### config.mk
export PLATFORM = sky130hd
export DESIGN_NAME = multimode_test_reg
export DESIGN_NICKNAME = d
export VERILOG_FILES = /design/src/rtl/mtr_pkg.sv /design/src/rtl/mtr_ctrl.sv /design/src/rtl/mtr_fb.sv /design/src/rtl/mtr_path.sv /design/src/rtl/multimode_test_reg.sv
export SDC_FILE = /design/constraint.sdc
export NUM_CORES = 1
export LEC_CHECK = 0
export BUFFER_PORTS_ARGS = -buffer_cell sky130_fd_sc_hd__buf_4
export CORE_AREA = 2 2 39 41
export CTS_CLUSTER_SIZE = 40
export DETAILED_ROUTE_END_ITERATION = 10
export DIE_AREA = 0 0 41 43
export PLACE_DENSITY = 0.35
export SYNTH_ARGS = -nofsm -noshare
export SYNTH_HDL_FRONTEND = slang
export SYNTH_SLANG_ARGS = --single-unit
### constraint.sdc
create_clock -name clk -period 2 [get_ports clk]
set_input_delay 0.3 -clock clk [delete_from_list [all_inputs] [get_ports clk]]
set_output_delay 0.3 -clock clk [all_outputs]
set_load 0.03 [all_outputs]
### src/rtl/mtr_pkg.sv
package mtr_pkg;

  // Mode code is {capture, feedback}
  typedef enum logic [1:0] {
    MODE_SHIFT = 2'b00,
    MODE_GEN   = 2'b01,
    MODE_LOAD  = 2'b10,
    MODE_COMP  = 2'b11
  } mtrMode_t;

  // Strobes from control to datapath
  typedef struct packed {
    logic useFeedback;   // chain head takes feedback instead of scanIn
    logic mixParallel;   // XOR parallel input into every stage
    logic loadParallel;  // stages take parallel input directly
  } mtrStrobe_t;

endpackage

### src/rtl/mtr_ctrl.sv
module mtr_ctrl
  import mtr_pkg::*;
(
  input  logic       clk,
  input  logic       rstN,
  input  logic       capture,
  input  logic       feedback,
  output mtrStrobe_t strobe
);

  mtrMode_t mode;

  assign mode = mtrMode_t'({capture, feedback});

  always_comb begin
    strobe = '0;
    unique case (mode)
      MODE_SHIFT: strobe = '0;
      MODE_GEN:   strobe.useFeedback = 1'b1;
      MODE_LOAD:  strobe.loadParallel = 1'b1;
      MODE_COMP: begin
        strobe.useFeedback = 1'b1;
        strobe.mixParallel = 1'b1;
      end
      default:    strobe = '0;
    endcase
  end


  load_excl_chk: assert property (@(posedge clk) disable iff (!rstN)
    strobe.loadParallel |-> !strobe.useFeedback && !strobe.mixParallel);


  mix_needs_fb_chk: assert property (@(posedge clk) disable iff (!rstN)
    strobe.mixParallel |-> strobe.useFeedback);

endmodule

### src/rtl/mtr_fb.sv
module mtr_fb #(
  parameter int                 WIDTH   = 4,
  parameter logic [WIDTH-1:0]   FB_MASK = 4'b1001
) (
  input  logic [WIDTH-1:0] stateQ,
  output logic             fbBit
);

  logic [WIDTH-1:0] tapped;

  genvar g;
  generate
    for (g = 0; g < WIDTH; g++) begin : gTap
      if (FB_MASK[g]) begin : gOn
        assign tapped[g] = stateQ[g];
      end else begin : gOff
        assign tapped[g] = 1'b0;
      end
    end
  endgenerate

  assign fbBit = ^tapped;

endmodule

### src/rtl/mtr_path.sv
module mtr_path
  import mtr_pkg::*;
#(
  parameter int WIDTH = 4
) (
  input  logic             clk,
  input  logic             rstN,
  input  mtrStrobe_t       strobe,
  input  logic [WIDTH-1:0] parIn,
  input  logic             scanIn,
  input  logic             fbBit,
  output logic [WIDTH-1:0] stateQ
);

  logic [WIDTH-1:0] nextQ;
  logic [WIDTH-1:0] mixVec;
  logic             headBit;

  assign mixVec  = strobe.mixParallel ? parIn : '0;
  assign headBit = (strobe.useFeedback ? fbBit : scanIn) ^ mixVec[0];

  assign nextQ[0] = strobe.loadParallel ? parIn[0] : headBit;

  genvar g;
  generate
    for (g = 1; g < WIDTH; g++) begin : gStage
      assign nextQ[g] = strobe.loadParallel ? parIn[g] : (stateQ[g-1] ^ mixVec[g]);
    end
  endgenerate

  always_ff @(posedge clk or negedge rstN) begin
    if (!rstN) stateQ <= '0;
    else       stateQ <= nextQ;
  end


  reset_clear_chk: assert property (@(posedge clk)
    !rstN |=> stateQ == '0);


  load_copy_chk: assert property (@(posedge clk) disable iff (!rstN)
    strobe.loadParallel |=> stateQ == $past(parIn));


  shift_move_chk: assert property (@(posedge clk) disable iff (!rstN)
    (strobe == '0) |=> stateQ == {$past(stateQ[WIDTH-2:0]), $past(scanIn)});


  gen_lock_chk: assert property (@(posedge clk) disable iff (!rstN)
    (strobe.useFeedback && !strobe.mixParallel && stateQ == '0) |=> stateQ == '0);


  comp_upper_chk: assert property (@(posedge clk) disable iff (!rstN)
    strobe.mixParallel |=>
      stateQ[WIDTH-1:1] == ($past(stateQ[WIDTH-2:0]) ^ $past(parIn[WIDTH-1:1])));

endmodule

### src/rtl/multimode_test_reg.sv
module multimode_test_reg
  import mtr_pkg::*;
#(
  parameter int               WIDTH   = 4,
  parameter logic [WIDTH-1:0] FB_MASK = 4'b1001
) (
  input  logic             clk,
  input  logic             rstN,
  input  logic             capture,
  input  logic             feedback,
  input  logic [WIDTH-1:0] parIn,
  input  logic             scanIn,
  output logic [WIDTH-1:0] stateQ,
  output logic             scanOut
);

  mtrStrobe_t strobe;
  logic       fbBit;

  mtr_ctrl u_ctrl (
    .clk      (clk),
    .rstN     (rstN),
    .capture  (capture),
    .feedback (feedback),
    .strobe   (strobe)
  );

  mtr_fb #(.WIDTH(WIDTH), .FB_MASK(FB_MASK)) u_fb (
    .stateQ (stateQ),
    .fbBit  (fbBit)
  );

  mtr_path #(.WIDTH(WIDTH)) u_path (
    .clk    (clk),
    .rstN   (rstN),
    .strobe (strobe),
    .parIn  (parIn),
    .scanIn (scanIn),
    .fbBit  (fbBit),
    .stateQ (stateQ)
  );

  assign scanOut = stateQ[WIDTH-1];


  scan_tail_chk: assert property (@(posedge clk) disable iff (!rstN)
    scanOut == stateQ[WIDTH-1]);


  gen_head_chk: assert property (@(posedge clk) disable iff (!rstN)
    (!capture && feedback) |=> stateQ[0] == ^($past(stateQ) & FB_MASK));

endmodule

# After elaboration in Yosys (flattened, before gate mapping)
# Index checks and enable logic that the tools add are counted.
# totals
regBits	4
elab_cells	19
# op_classes
eq_ne	3
n_mux	9
bitwise	4
n_reduce_logical	2
# ops
op	n
1-bit 2-to-1 mux	8
2-bit == test (second input constant)	2
4-bit 2-to-1 mux	1
4-bit parity	1
1-bit bitwise XOR	4
2-bit by 1-bit == test with 1-bit output (second input constant)	1
2-bit OR reduction	1

# Longest topological paths before layout
# depth
ltp_word	6
mapped_depth	3
depth_no_buf	3

# Cells and area by module
# A second synthesis with hierarchy kept.
# hier_totals
hier_cells	25
area_unflattened_um2	235.2
# modules_own_cells
mod	instances	cells_per_inst	area_each_um2	seq_area_each_um2
mtr_path	1	20	202.7	100.1
mtr_ctrl	1	3	16.3	0.0
mtr_fb	1	1	8.8	0.0
multimode_test_reg	1	1	7.5	0.0

# Worst setup path after synthesis
# Ideal clock, no wire load.
# synth_timing
path_kind	reg2reg
startpoint	register u_path.stateQ[0]
endpoint	register u_path.stateQ[0]
setup_time_ns	0.122
arrival_ns	0.980
slack_ns	0.898
path_stages_with_launch	4
synth_period_minus_slack_ns	1.102
path_cell_list	dfrtp_1 -> xor2_1 -> a32oi_1 -> nand2b_1
# synth_via
elab_chain_len	4
# synth_rtl
item	line	text
start, declared	mtr_path.sv:12	output logic [WIDTH-1:0] stateQ
start signal, assigned	mtr_path.sv:33	else stateQ <= nextQ;
4-bit parity	mtr_fb.sv:22	assign fbBit = ^tapped;
1-bit 2-to-1 mux	mtr_path.sv:20	assign headBit = (strobe.useFeedback ? fbBit : scanIn) ^ mixVec[0];
1-bit bitwise XOR	mtr_path.sv:20	
1-bit 2-to-1 mux	mtr_path.sv:22	assign nextQ[0] = strobe.loadParallel ? parIn[0] : headBit;
via u_path.nextQ[0]	mtr_path.sv:15	logic [WIDTH-1:0] nextQ;
# The timed path passes the listed nets, and every way through them passes these cells.

# Final worst setup path
# layout_timing
startpoint	register u_path.stateQ[0]
endpoint	output stateQ[0]
# layout_rtl
item	line	text
end, declared	multimode_test_reg.sv:13	output logic [WIDTH-1:0] stateQ,
# No word-level cell between the ends.

==> metrics.md <==
| Metric | Value |
|---|---|
| Critical Setup Path Class | `reg2out` |
| Mapped Cells | `22` |
| Final worst clock skew | `0.00346 ns` |
| Worst min-delay path category | `in2reg` |
| Total routed wirelength | `563 microns` |
| Number of instances resized during post-cts repair | `0` |
| Pleak | `0.166 nW` |
| Clock sink count | `4` |
| Mapped Nets | `31` |
| Flip-flop and latch area | `100 sq um` |
| Clock tree root driver cell | `sky130_fd_sc_hd__clkbuf_4` |
| Power Dens Cells | `922 nW/um^2` |
| Slew HR | `83.4%` |
| Critical path's slowest cell | `sky130_fd_sc_hd__dfrtp_1` |
| Maximum buffer depth of the clock tree | `2` |
| Placed instance area | `324 sq um` |
| Critical Path, Cell by Cell | `buf_4` |
| Final Cycle Share | `57.1%` |
| Number of global-route vias before repair | `206` |
| Post-detailed-placement half-perimeter wirelength | `480 microns` |
| Clock latency at the later pin of the worst-skew pair | `0.23 ns` |
| Starting density of the core | `15.5%` |
| FMAX | `875 MHz` |
| Placed Cells incl. Taps | `50` |
| Detailed Routing Iterations Pass 1 | `3` |
| Number of warnings reported in the yosys synthesis log | `0` |
| Global-route usage over all layers | `7.65%` |
| Buf+Inv Stages, Crit Path | `1` |
| Max-cap viol count | `0` |
| Final max-slew violation count | `0` |
| Ratio of routed vias to standard cells | `4.19` |
| Critical Path Fanout Max | `5` |
| Port bufs | `13` |
| Fraction of final layout cells sized beyond drive strength 1 | `47.4%` |
| CTS H-tree depth | `1` |
| Mean Syn Cell Area | `9.73 sq um` |
| Required arrival time at the worst endpoint | `1.70 ns` |
| Count of state elements after synthesis | `4` |
| Number of nets with antenna violations after routing | `0` |
| Violation count after the first detailed-routing iteration | `5` |
| Capturing element type of the critical path | `output pin` |
| Unrepaired setup endpoints after global routing | `no` |
| Number of flip-flops in the largest register | `4` |
| Wire length on met3 | `57 microns` |
| Count of nets after finishing | `49` |
| Area occupied by multi-input gates | `106 sq um` |
| Row count | `14` |
| Max incr delay on CP | `0.42 ns` |
| Worst endpoint data arrival time | `0.84 ns` |
| Type of origin of the critical path | `flop` |
| Layout area overhead | `66.7%` |
| Top flop regs | `u_path.stateQ (4)` |
| Result of the run | `completed` |
| Largest reg by FF count | `u_path.stateQ` |
| Metal-1 WL | `237 microns` |
| Sequential cell area fraction in the yosys report | `46.8%` |
| Library cells used by synthesis | `11` |
| TritonCTS Buffers | `3` |
| Actual transition at the worst max-transition pin | `0.247 ns` |
| Sum of internal, switching and leakage power | `329 uW` |
| Routability-driven placement congestion ratio | `0.727` |
| Number of setup violations in the final report | `0` |
| Fill cell count | `162` |
| Antenna diode count | `0` |
| Std-Cell Core Area | `1380 sq um` |
| DRC Markers | `0` |
| Total overflow reported by the global router | `0` |
| Setup Total Neg Slack | `0 ns` |
| Die ar. | `1760 sq um` |
| Final core utilization | `25.8%` |
| Number of antenna violations at the first check in global routing | `0` |
| Die W | `41 microns` |
| Register clock-pin slew on the reported worst setup and hold paths | `0.04 ns` |
| Worst IR drop on VDD | `250 uV` |
| Detail Route met2 WL | `255 microns` |
| Family of cells with the greatest summed delay on the critical path | `flip-flops` |
| Clock period minus final worst setup slack | `1.14 ns` |
| Pin count of the biggest net entering global routing | `8` |
| Uppermost metal layer occupied by signal nets | `met4` |
| Clock tree from TritonCTS | `done` |
| Wire per inst | `10.4 microns` |
| Hold Fails Final Rpt | `0` |
| Wire length of the first global-routing pass | `814 microns` |
| Commonest non-fill, non-tap cells in the layout | `sky130_fd_sc_hd__buf_4, sky130_fd_sc_hd__a21oi_1, sky130_fd_sc_hd__nor2_1, sky130_fd_sc_hd__dfrtp_1` |
| Vias after detailed routing | `226` |
| Post-Syn Area | `214 sq um` |
| I/O pin count | `14` |
| Floorplan die height | `43 microns` |
| Area of all placed cells without fillers | `357 sq um` |
| Most common library cell in the layout ignoring fill and taps | `sky130_fd_sc_hd__buf_4` |
| Final standard cell count with taps included and fillers excluded | `54` |
==> synthesized netlist by cell type, drive strengths merged <==
master	n	area, sq um
a21oi	4	20.0
dfrtp	4	100
nor2	4	15.0
a311oi	3	26.3
nand2b	2	15.0
a32oi	1	8.76
and2	1	8.76
buf	1	7.51
nand2	1	3.75
xor2	1	8.76
==> stage by stage <==
stage	setup slack [ns]	hold slack (ns)
CTS	0.842	0.261
floorplan	0.898	0.00441
global placement	0.993	0.0994
finish	0.857	0.270
global route	0.821	0.272
detailed placement	0.984	0.0997
==> power breakdown <==
part | leakage (nW) | switching (mW) | internal [mW]
clock | 0.0138 | 0.0287 | 0.0668
sequential | 0.0478 | 0.0181 | 0.0965
combinational | 0.104 | 0.0671 | 0.0517
==> layer usage <==
metal  up-vias  global-route usage, %
met3         2                   3.14
met5         -                      0
met1       100                   8.74
met4         0                   10.0
met2        10                   8.75
li1        114                      -
==> final timing paths <==
kind,startpoint,endpoint,slack (ns),cells past startpoint
worst min register to register,u_path.stateQ[2],u_path.stateQ[3],0.53,1
max in group asynchronous,rstN,u_path.stateQ[0],1.49,2
worst min-delay path,parIn[2],u_path.stateQ[2],0.27,2
min in group asynchronous,rstN,u_path.stateQ[1],0.40,2
worst max register to register,u_path.stateQ[0],u_path.stateQ[0],0.98,3
worst max-delay path,u_path.stateQ[0],stateQ[0],0.86,1
==> logic make-up (layout without fill, tap and decap cells) <==
family / Yosys count / in the layout / synth area share [%]
buffers and inverters: 1 / 17 / 3.51
AOI/OAI and AO/OA: 8 / 8 / 25.7
and+or+nand+nor: 8 / 8 / 19.9
DFF: 4 / 4 / 46.8
xor gates and xnor gates: 1 / 1 / 4.09
==> worst register-to-register path, stage by stage (launching register included) <==
cell                       delay [ns]
sky130_fd_sc_hd__dfrtp_1         0.42
sky130_fd_sc_hd__xor2_1          0.20
sky130_fd_sc_hd__a32oi_1         0.20
sky130_fd_sc_hd__nand2b_1        0.08
==> what timing repair did <==
action	CTS	global route
endpoints found under the hold margin	4	0
buffers inserted	0	0
hold buffers	1	0
==> cell type report <==
type / instances / share of cell area [%]
well taps: 16 / 5.61
repair buffers: 14 / 30.2
flip-flops and latches: 4 / 28.1
clock buffers: 3 / 6.32
multi-input cells: 17 / 29.8
(Power assumes the default switching activity.)
